**src/rtl/uperm_pkg.sv**
```systemverilog
// Package: shared encodings for the user-page permission checker.
// Assumes privilege code 2'b10 is never legal and is folded to user.
package uperm_pkg;
    typedef enum logic [1:0] {
        PRIV_U    = 2'b00,
        PRIV_S    = 2'b01,
        PRIV_RSVD = 2'b10,
        PRIV_M    = 2'b11
    } priv_e;

    typedef enum logic [1:0] {
        ACC_FETCH = 2'b00,
        ACC_LOAD  = 2'b01,
        ACC_STORE = 2'b10,
        ACC_STX   = 2'b11
    } acc_e;

    localparam int unsigned CAUSE_FETCH_PF = 12;
    localparam int unsigned CAUSE_LOAD_PF  = 13;
    localparam int unsigned CAUSE_STORE_PF = 15;

    // Fold the reserved privilege code to user.
    function automatic priv_e norm_priv(input logic [1:0] p);
        return (p == PRIV_RSVD) ? PRIV_U : priv_e'(p);
    endfunction
endpackage

```
**src/rtl/uperm_uacc_state.sv**
```systemverilog
// Module: holds the user-access bit and forwards a same-cycle write.
// Assumes: without supervisor support the bit is tied to 0.
module uperm_uacc_state #(
    parameter bit HAS_SUPER = 1'b1
) (
    input  logic clk,
    input  logic rst_n,
    input  logic wr_en,
    input  logic wr_data,
    output logic uacc_now,
    output logic uacc_q
);
    generate
        if (HAS_SUPER) begin : g_super
            logic bit_q;

            // Store the user-access bit.
            always_ff @(posedge clk) begin
                if (!rst_n)     bit_q <= 1'b0;
                else if (wr_en) bit_q <= wr_data;
            end

            // A write in flight is already visible to the request beside it.
            always_comb begin
                uacc_now = wr_en ? wr_data : bit_q;
            end
            assign uacc_q = bit_q;

            assert_uacc_write_R10: assert property (@(posedge clk) disable iff (!rst_n)
                wr_en |=> (uacc_q == $past(wr_data)));
            assert_uacc_hold_R10: assert property (@(posedge clk) disable iff (!rst_n)
                !wr_en |=> $stable(uacc_q));
        end else begin : g_nosuper
            logic unused_in;
            assign unused_in = clk ^ rst_n ^ wr_en ^ wr_data;
            assign uacc_now  = 1'b0;
            assign uacc_q    = 1'b0;
        end
    endgenerate
endmodule

```
**src/rtl/uperm_priv_resolve.sv**
```systemverilog
// Module: works out the privilege at which an access is checked, and
// whether the user-access bit counts for it. Purely combinational.
// Assumes fetches never use the data-only overrides.
module uperm_priv_resolve
    import uperm_pkg::*;
(
    input  logic [1:0] kind,
    input  logic       unpriv,
    input  logic [1:0] cur_priv,
    input  logic       data_priv_en,
    input  logic [1:0] prev_priv,
    input  logic       uacc,
    input  logic       user_only,
    output logic [1:0] eff_priv,
    output logic       uacc_eff
);
    priv_e cur_n;
    priv_e prev_n;
    priv_e base;
    logic  is_data;

    // Pick the base privilege, then apply the lowering controls.
    always_comb begin
        cur_n   = norm_priv(cur_priv);
        prev_n  = norm_priv(prev_priv);
        is_data = (kind != ACC_FETCH);
        base    = (is_data && cur_n == PRIV_M && data_priv_en) ? prev_n : cur_n;
        if (is_data && unpriv)
            eff_priv = PRIV_U;
        else if (is_data && base == PRIV_S && uacc && user_only)
            eff_priv = PRIV_U;
        else
            eff_priv = base;
        uacc_eff = is_data & uacc;
    end
endmodule

```
**src/rtl/uperm_page_judge.sv**
```systemverilog
// Module: decides the page fault and its cause from the effective
// privilege and the owner bit. Purely combinational.
// Assumes machine-level accesses are never checked against the owner bit.
module uperm_page_judge
    import uperm_pkg::*;
#(
    parameter int unsigned CAUSE_W = 5
) (
    input  logic [1:0]         eff_priv,
    input  logic               uacc_eff,
    input  logic               vm_on,
    input  logic               pte_user,
    input  logic [1:0]         kind,
    output logic               fault,
    output logic [CAUSE_W-1:0] cause
);
    logic hit;

    // Compare the owner bit with the effective privilege.
    always_comb begin
        unique case (priv_e'(eff_priv))
            PRIV_U:  hit = !pte_user;
            PRIV_S:  hit = pte_user && !uacc_eff;
            default: hit = 1'b0;
        endcase
        fault = vm_on && hit;
    end

    // Select the cause code for the access type.
    always_comb begin
        if (!fault)
            cause = '0;
        else begin
            unique case (acc_e'(kind))
                ACC_FETCH: cause = CAUSE_W'(CAUSE_FETCH_PF);
                ACC_LOAD:  cause = CAUSE_W'(CAUSE_LOAD_PF);
                default:   cause = CAUSE_W'(CAUSE_STORE_PF);
            endcase
        end
    end
endmodule

```
**src/rtl/uperm_check.sv**
```systemverilog
// Module: top of the user-page permission check stage. Resolves the
// effective privilege, judges the owner bit and registers the result
// together with the request. Assumes the translation result arrives
// in the same cycle as the request.
module uperm_check
    import uperm_pkg::*;
#(
    parameter bit          HAS_SUPER = 1'b1,
    parameter int unsigned CAUSE_W   = 5
) (
    input  logic               clk,
    input  logic               rst_n,
    input  logic               req_valid,
    input  logic [1:0]         req_kind,
    input  logic               req_unpriv,
    input  logic [1:0]         cur_priv,
    input  logic               data_priv_en,
    input  logic [1:0]         prev_priv,
    input  logic               vm_on,
    input  logic               pte_user,
    input  logic               uacc_user_only,
    input  logic               uacc_wr_en,
    input  logic               uacc_wr_data,
    output logic               rsp_valid,
    output logic               rsp_fault,
    output logic [CAUSE_W-1:0] rsp_cause,
    output logic [1:0]         rsp_priv,
    output logic               uacc_q
);
    logic               uacc_now;
    logic [1:0]         eff_priv;
    logic               uacc_eff;
    logic               fault_c;
    logic [CAUSE_W-1:0] cause_c;

    uperm_uacc_state #(.HAS_SUPER(HAS_SUPER)) u_state (
        .clk      (clk),
        .rst_n    (rst_n),
        .wr_en    (uacc_wr_en),
        .wr_data  (uacc_wr_data),
        .uacc_now (uacc_now),
        .uacc_q   (uacc_q)
    );

    uperm_priv_resolve u_resolve (
        .kind         (req_kind),
        .unpriv       (req_unpriv),
        .cur_priv     (cur_priv),
        .data_priv_en (data_priv_en),
        .prev_priv    (prev_priv),
        .uacc         (uacc_now),
        .user_only    (uacc_user_only),
        .eff_priv     (eff_priv),
        .uacc_eff     (uacc_eff)
    );

    uperm_page_judge #(.CAUSE_W(CAUSE_W)) u_judge (
        .eff_priv (eff_priv),
        .uacc_eff (uacc_eff),
        .vm_on    (vm_on),
        .pte_user (pte_user),
        .kind     (req_kind),
        .fault    (fault_c),
        .cause    (cause_c)
    );

    // Register the verdict so it travels with the access.
    always_ff @(posedge clk) begin
        if (!rst_n) begin
            rsp_valid <= 1'b0;
            rsp_fault <= 1'b0;
            rsp_cause <= '0;
            rsp_priv  <= PRIV_U;
        end else begin
            rsp_valid <= req_valid;
            rsp_fault <= req_valid && fault_c;
            rsp_cause <= req_valid ? cause_c : '0;
            rsp_priv  <= eff_priv;
        end
    end

    assert_bare_nofault_R3: assert property (@(posedge clk) disable iff (!rst_n)
        (req_valid && !vm_on) |=> !rsp_fault);
    assert_sup_upage_R1: assert property (@(posedge clk) disable iff (!rst_n)
        (req_valid && vm_on && pte_user && req_kind != ACC_FETCH &&
         eff_priv == PRIV_S && !uacc_now) |=> rsp_fault);
    assert_user_page0_R5: assert property (@(posedge clk) disable iff (!rst_n)
        (req_valid && vm_on && !pte_user && eff_priv == PRIV_U) |=> rsp_fault);
    assert_mach_nofault_R4: assert property (@(posedge clk) disable iff (!rst_n)
        (req_valid && eff_priv == PRIV_M) |=> !rsp_fault);
    assert_fetch_priv_R8: assert property (@(posedge clk) disable iff (!rst_n)
        (req_valid && req_kind == ACC_FETCH) |=> (rsp_priv == norm_priv($past(cur_priv))));
    assert_idle_quiet_R9: assert property (@(posedge clk) disable iff (!rst_n)
        !rsp_valid |-> (!rsp_fault && rsp_cause == '0));
    assert_cause_code_R9: assert property (@(posedge clk) disable iff (!rst_n)
        rsp_fault |-> (rsp_cause == CAUSE_W'(CAUSE_FETCH_PF) ||
                       rsp_cause == CAUSE_W'(CAUSE_LOAD_PF) ||
                       rsp_cause == CAUSE_W'(CAUSE_STORE_PF)));
endmodule

```
**config.mk**
```make
export PLATFORM = sky130hd
export DESIGN_NAME = uperm_check
export DESIGN_NICKNAME = d
export VERILOG_FILES = /design/src/rtl/uperm_pkg.sv /design/src/rtl/uperm_uacc_state.sv /design/src/rtl/uperm_priv_resolve.sv /design/src/rtl/uperm_page_judge.sv /design/src/rtl/uperm_check.sv
export SDC_FILE = /design/constraint.sdc
export NUM_CORES = 1
export LEC_CHECK = 0
export ABC_CLOCK_PERIOD_IN_PS = 1100
export BUFFER_PORTS_ARGS = -buffer_cell sky130_fd_sc_hd__buf_2
export CAP_MARGIN = 10
export CELL_PAD_IN_SITES_DETAIL_PLACEMENT = 2
export CELL_PAD_IN_SITES_GLOBAL_PLACEMENT = 2
export CORE_MARGIN = 4
export CORE_UTILIZATION = 17
export DETAILED_ROUTE_END_ITERATION = 6
export GPL_ROUTABILITY_DRIVEN = 1
export GPL_TIMING_DRIVEN = 0
export PLACE_DENSITY = 0.75
export SKIP_LAST_GASP = 1
export SLEW_MARGIN = 20
export SYNTH_ARGS = -nofsm -noshare
export SYNTH_HDL_FRONTEND = slang
export SYNTH_SLANG_ARGS = --single-unit
```
**constraint.sdc**
```tcl
create_clock -name clk -period 1.1 [get_ports clk]
set_input_delay 0.22 -clock clk [delete_from_list [all_inputs] [get_ports clk]]
set_output_delay 0.22 -clock clk [all_outputs]
set_load 0.005 [all_outputs]
```
==> flow_metrics.py <==
metrics = {
    "setup_path": {
        "path_class": "reg2reg",
        "r2r_setup_slack_ps": -70,
        "cp-end-kind": "flop",
        "cp_top_family": "simple AND/OR/NAND/NOR gates",
        "worstPathArrival_ps": 1300,
        "crit_buf_inv": 0,
        "worstPathRequired_ps": 1230,
        "cp_max_fo": 4,
        "startpoint_type": "flop",
        "critPathLaunch": "u_state.uacc_q",
        "crit_chain": "mux2i_4 > a311oi_4 > nor3b_4 > nor3_2",
        "slowest_delay_ps": 350,
        "worst_r2r_startpoint": "u_state.uacc_q",
        "cp_slowest_cell": "nor3b_4",
    },
    "sta": {
        "hold_viol_final": 0,
        "max_freq_mhz": 853,
        "worst_slew_pin_slew_ps": 561,
        "finalCriticalPeriod_ps": 1170,
        "final.setup.tns_ps": -254,
        "finalSetupViolCount": 4,
        "slew_headroom_pct": 62.6,
        "drv_slew": 0,
        "skew_ps": 2.31,
        "holdWs_ps": 225,
        "worst_slack_ps": -72.8,
        "period_share_pct": 107,
        "rsz0062_at_grt": "yes",
    },
    "clock_tree": {
        "h-tree-depth": 1,
        "cts_tree": "done",
        "path_clk_slew_ps": 50,
        "clock_path_buffers": 2,
        "cts.sinks": 8,
        "cts_buffers": 3,
        "cts_root_buf": "clkbuf_4",
        "insertion_delay_ps": 260,
    },
    "global_routing": {
        "track_usage_pct": 9.12,
        "grt_antenna_before_repair": 0,
        "grt_pass1_wl_mm": 1.79,
        "grt_pass1_vias": 420,
        "grt_overflow": 0,
        "grt_max_degree": 7,
    },
    "layout": {
        "stdcell_count": 91,
        "areaGrowthSynthToFinish_pct": 73.3,
        "nets": 82,
        "nFillCells": 229,
        "final_common_cell": "buf_2",
        "drive_gt1_share_pct": 65.6,
        "layout_common_cells": "buf_2, dfxtp_1, clkbuf_4",
        "diodes": 0,
        "post-route-cell-area_sq_um": 618,
    },
    "routing": {
        "wl_per_cell_um": 13.5,
        "vias_per_cell": 4.36,
        "antenna_left": 0,
        "routed_wirelength_mm": 1.23,
        "drc": 0,
        "num_vias": 397,
        "firstDrtPassIters": 1,
        "initialDrtViolationCount": 0,
    },
    "floorplan": {
        "num_rows": 16,
        "ios": 26,
        "initial_utilization_pct": 18.0,
        "die-area_sq_um": 2890,
        "core_sq_um": 1980,
        "chipHeight_um": 53.8,
        "die_w_um": 53.8,
    },
    "logic_synthesis": {
        "synth_seq_cells": 8,
        "syn_avg_cell_area_sq_um": 9.91,
        "synth_top_area_cell": "dfxtp_1",
        "ys.warnings.count": 0,
        "yosysTopAreaCellShare_pct": 44.9,
        "syn_inst": 36,
        "synth_area_sq_um": 357,
        "syn_nets": 52,
        "yosysUniqueCellTypes": 23,
        "synthTopCellsByArea": "dfxtp_1, nor3_1, a311oi_2, buf_4, nor3b_2",
        "seq_area_frac_synth_pct": 44.9,
    },
    "placed_design": {
        "place_area_sq_um": 514,
        "place_inst": 87,
        "dp_hpwl_um": 943,
        "io_buffers": 24,
        "place.gp.congestion": 0.686,
    },
    "hold_path": {
        "hold_class": "in2reg",
        "worstHoldStart": "req_valid",
    },
    "power_and_ir_drop": {
        "powerDensity_nw_per_um2": 1090,
        "p_leak_nw": 0.290,
        "peakVddDrop_v": 0.000367,
    },
    "run": {
        "maxCapViolations": 0,
    },
    "status": {
        "outcome": "complete, but fails checks",
        "violations": "setup timing",
    },
}
-- metal layers --
layer,vias up,global-route usage (%),routed length (um),share of wire (%)
met5,-,0,0,0
met4,0,7.66,34,2.8
met3,3,1.94,82,6.7
met2,24,15.7,653,53
met1,186,9.29,461,37
li1,184,-,-,-
-- cell type report --
cell class	instances	area (sq um)	share of cell area [%]
tap	27	33.8	5.47
sequential	8	161	26.1
buffer	2	15.0	2.43
timing repair buffer	25	131	21.3
clock buffer	3	22.5	3.64
multi-input combinational	25	250	40.5
inverter	1	3.75	0.607
-- metrics by stage --
| stage | util [%] | power [mW] | setup slack (ps) |
|---|---|---|---|
| 2_1_floorplan | - | 0.362 | 4.92 |
| 3_3_place_gp | 25.9 | 0.416 | -234 |
| 3_5_place_dp | 25.9 | 0.421 | -273 |
| 4_1_cts | 28.6 | 0.662 | -66.7 |
| 5_1_grt | 31.2 | 0.721 | -125 |
| 6_report | 31.2 | 0.676 | -72.8 |
-- final timing paths --
check                                       to  cells past startpoint
worst min register to register  u_state.uacc_q                      2
worst max register to register    rsp_cause[2]                      4
worst max-delay path              rsp_cause[2]                      4
worst min-delay path                 rsp_valid                      2
-- kinds of logic (layout without fill, tap and decap cells) --
group / after synthesis / count (layout) / share of synthesized area (%)
other cells: 1 / 1 / 1.05
buf+inv: 3 / 31 / 5.26
mux: 1 / 1 / 2.81
compound gates: 7 / 7 / 16.8
simple gates: 16 / 16 / 29.1
flops: 8 / 8 / 44.9
-- flip-flops by register name (all words and copies together) (netlist names) --
name	cells
rsp_fault	1
rsp_priv	2
rsp_cause	3
u_state.uacc_q	1
rsp_valid	1
-- cell usage after synthesis --
| master | count |
|---|---|
| and2b_1 | 1 |
| a311oi_2 | 1 |
| nor3b_2 | 1 |
| inv_1 | 1 |
| a21oi_1 | 1 |
| buf_4 | 2 |
| a21bo_1 | 1 |
| nor2b_1 | 1 |
| a32oi_1 | 1 |
| nor3_1 | 3 |
| o21ai_0 | 1 |
| conb_1 | 1 |
| mux2i_1 | 1 |
| o311a_1 | 1 |
| and3b_2 | 1 |
| nor2_1 | 2 |
| nand2_1 | 2 |
| dfxtp_1 | 8 |
| and2_1 | 1 |
| o22ai_1 | 1 |
| nor4_2 | 1 |
| nand3_1 | 2 |
| and3b_1 | 1 |
-- worst register-to-register path: cells and delay by family, from the launching register on --
| family | cells | cell delay (ps) |
|---|---|---|
| and+or+nand+nor | 2 | 440 |
| DFF | 1 | 330 |
| muxes | 1 | 200 |
| AOI/OAI and AO/OA | 1 | 70 |
-- what timing repair did --
item	4_1_cts	5_1_grt
endpoints found under the setup margin	4	4
cloned	0	0
hold buffers	0	0
buffers inserted	1	1
gates resized for setup	5	8
pin swaps	6	3
-- power breakdown --
part	switching, mW	leakage (nW)	internal, mW
clock network	0.106	0.0138	0.125
registers	0.00408	0.0658	0.302
logic	0.0732	0.210	0.0662
No activity file was read; power rests on OpenSTA's default activity.
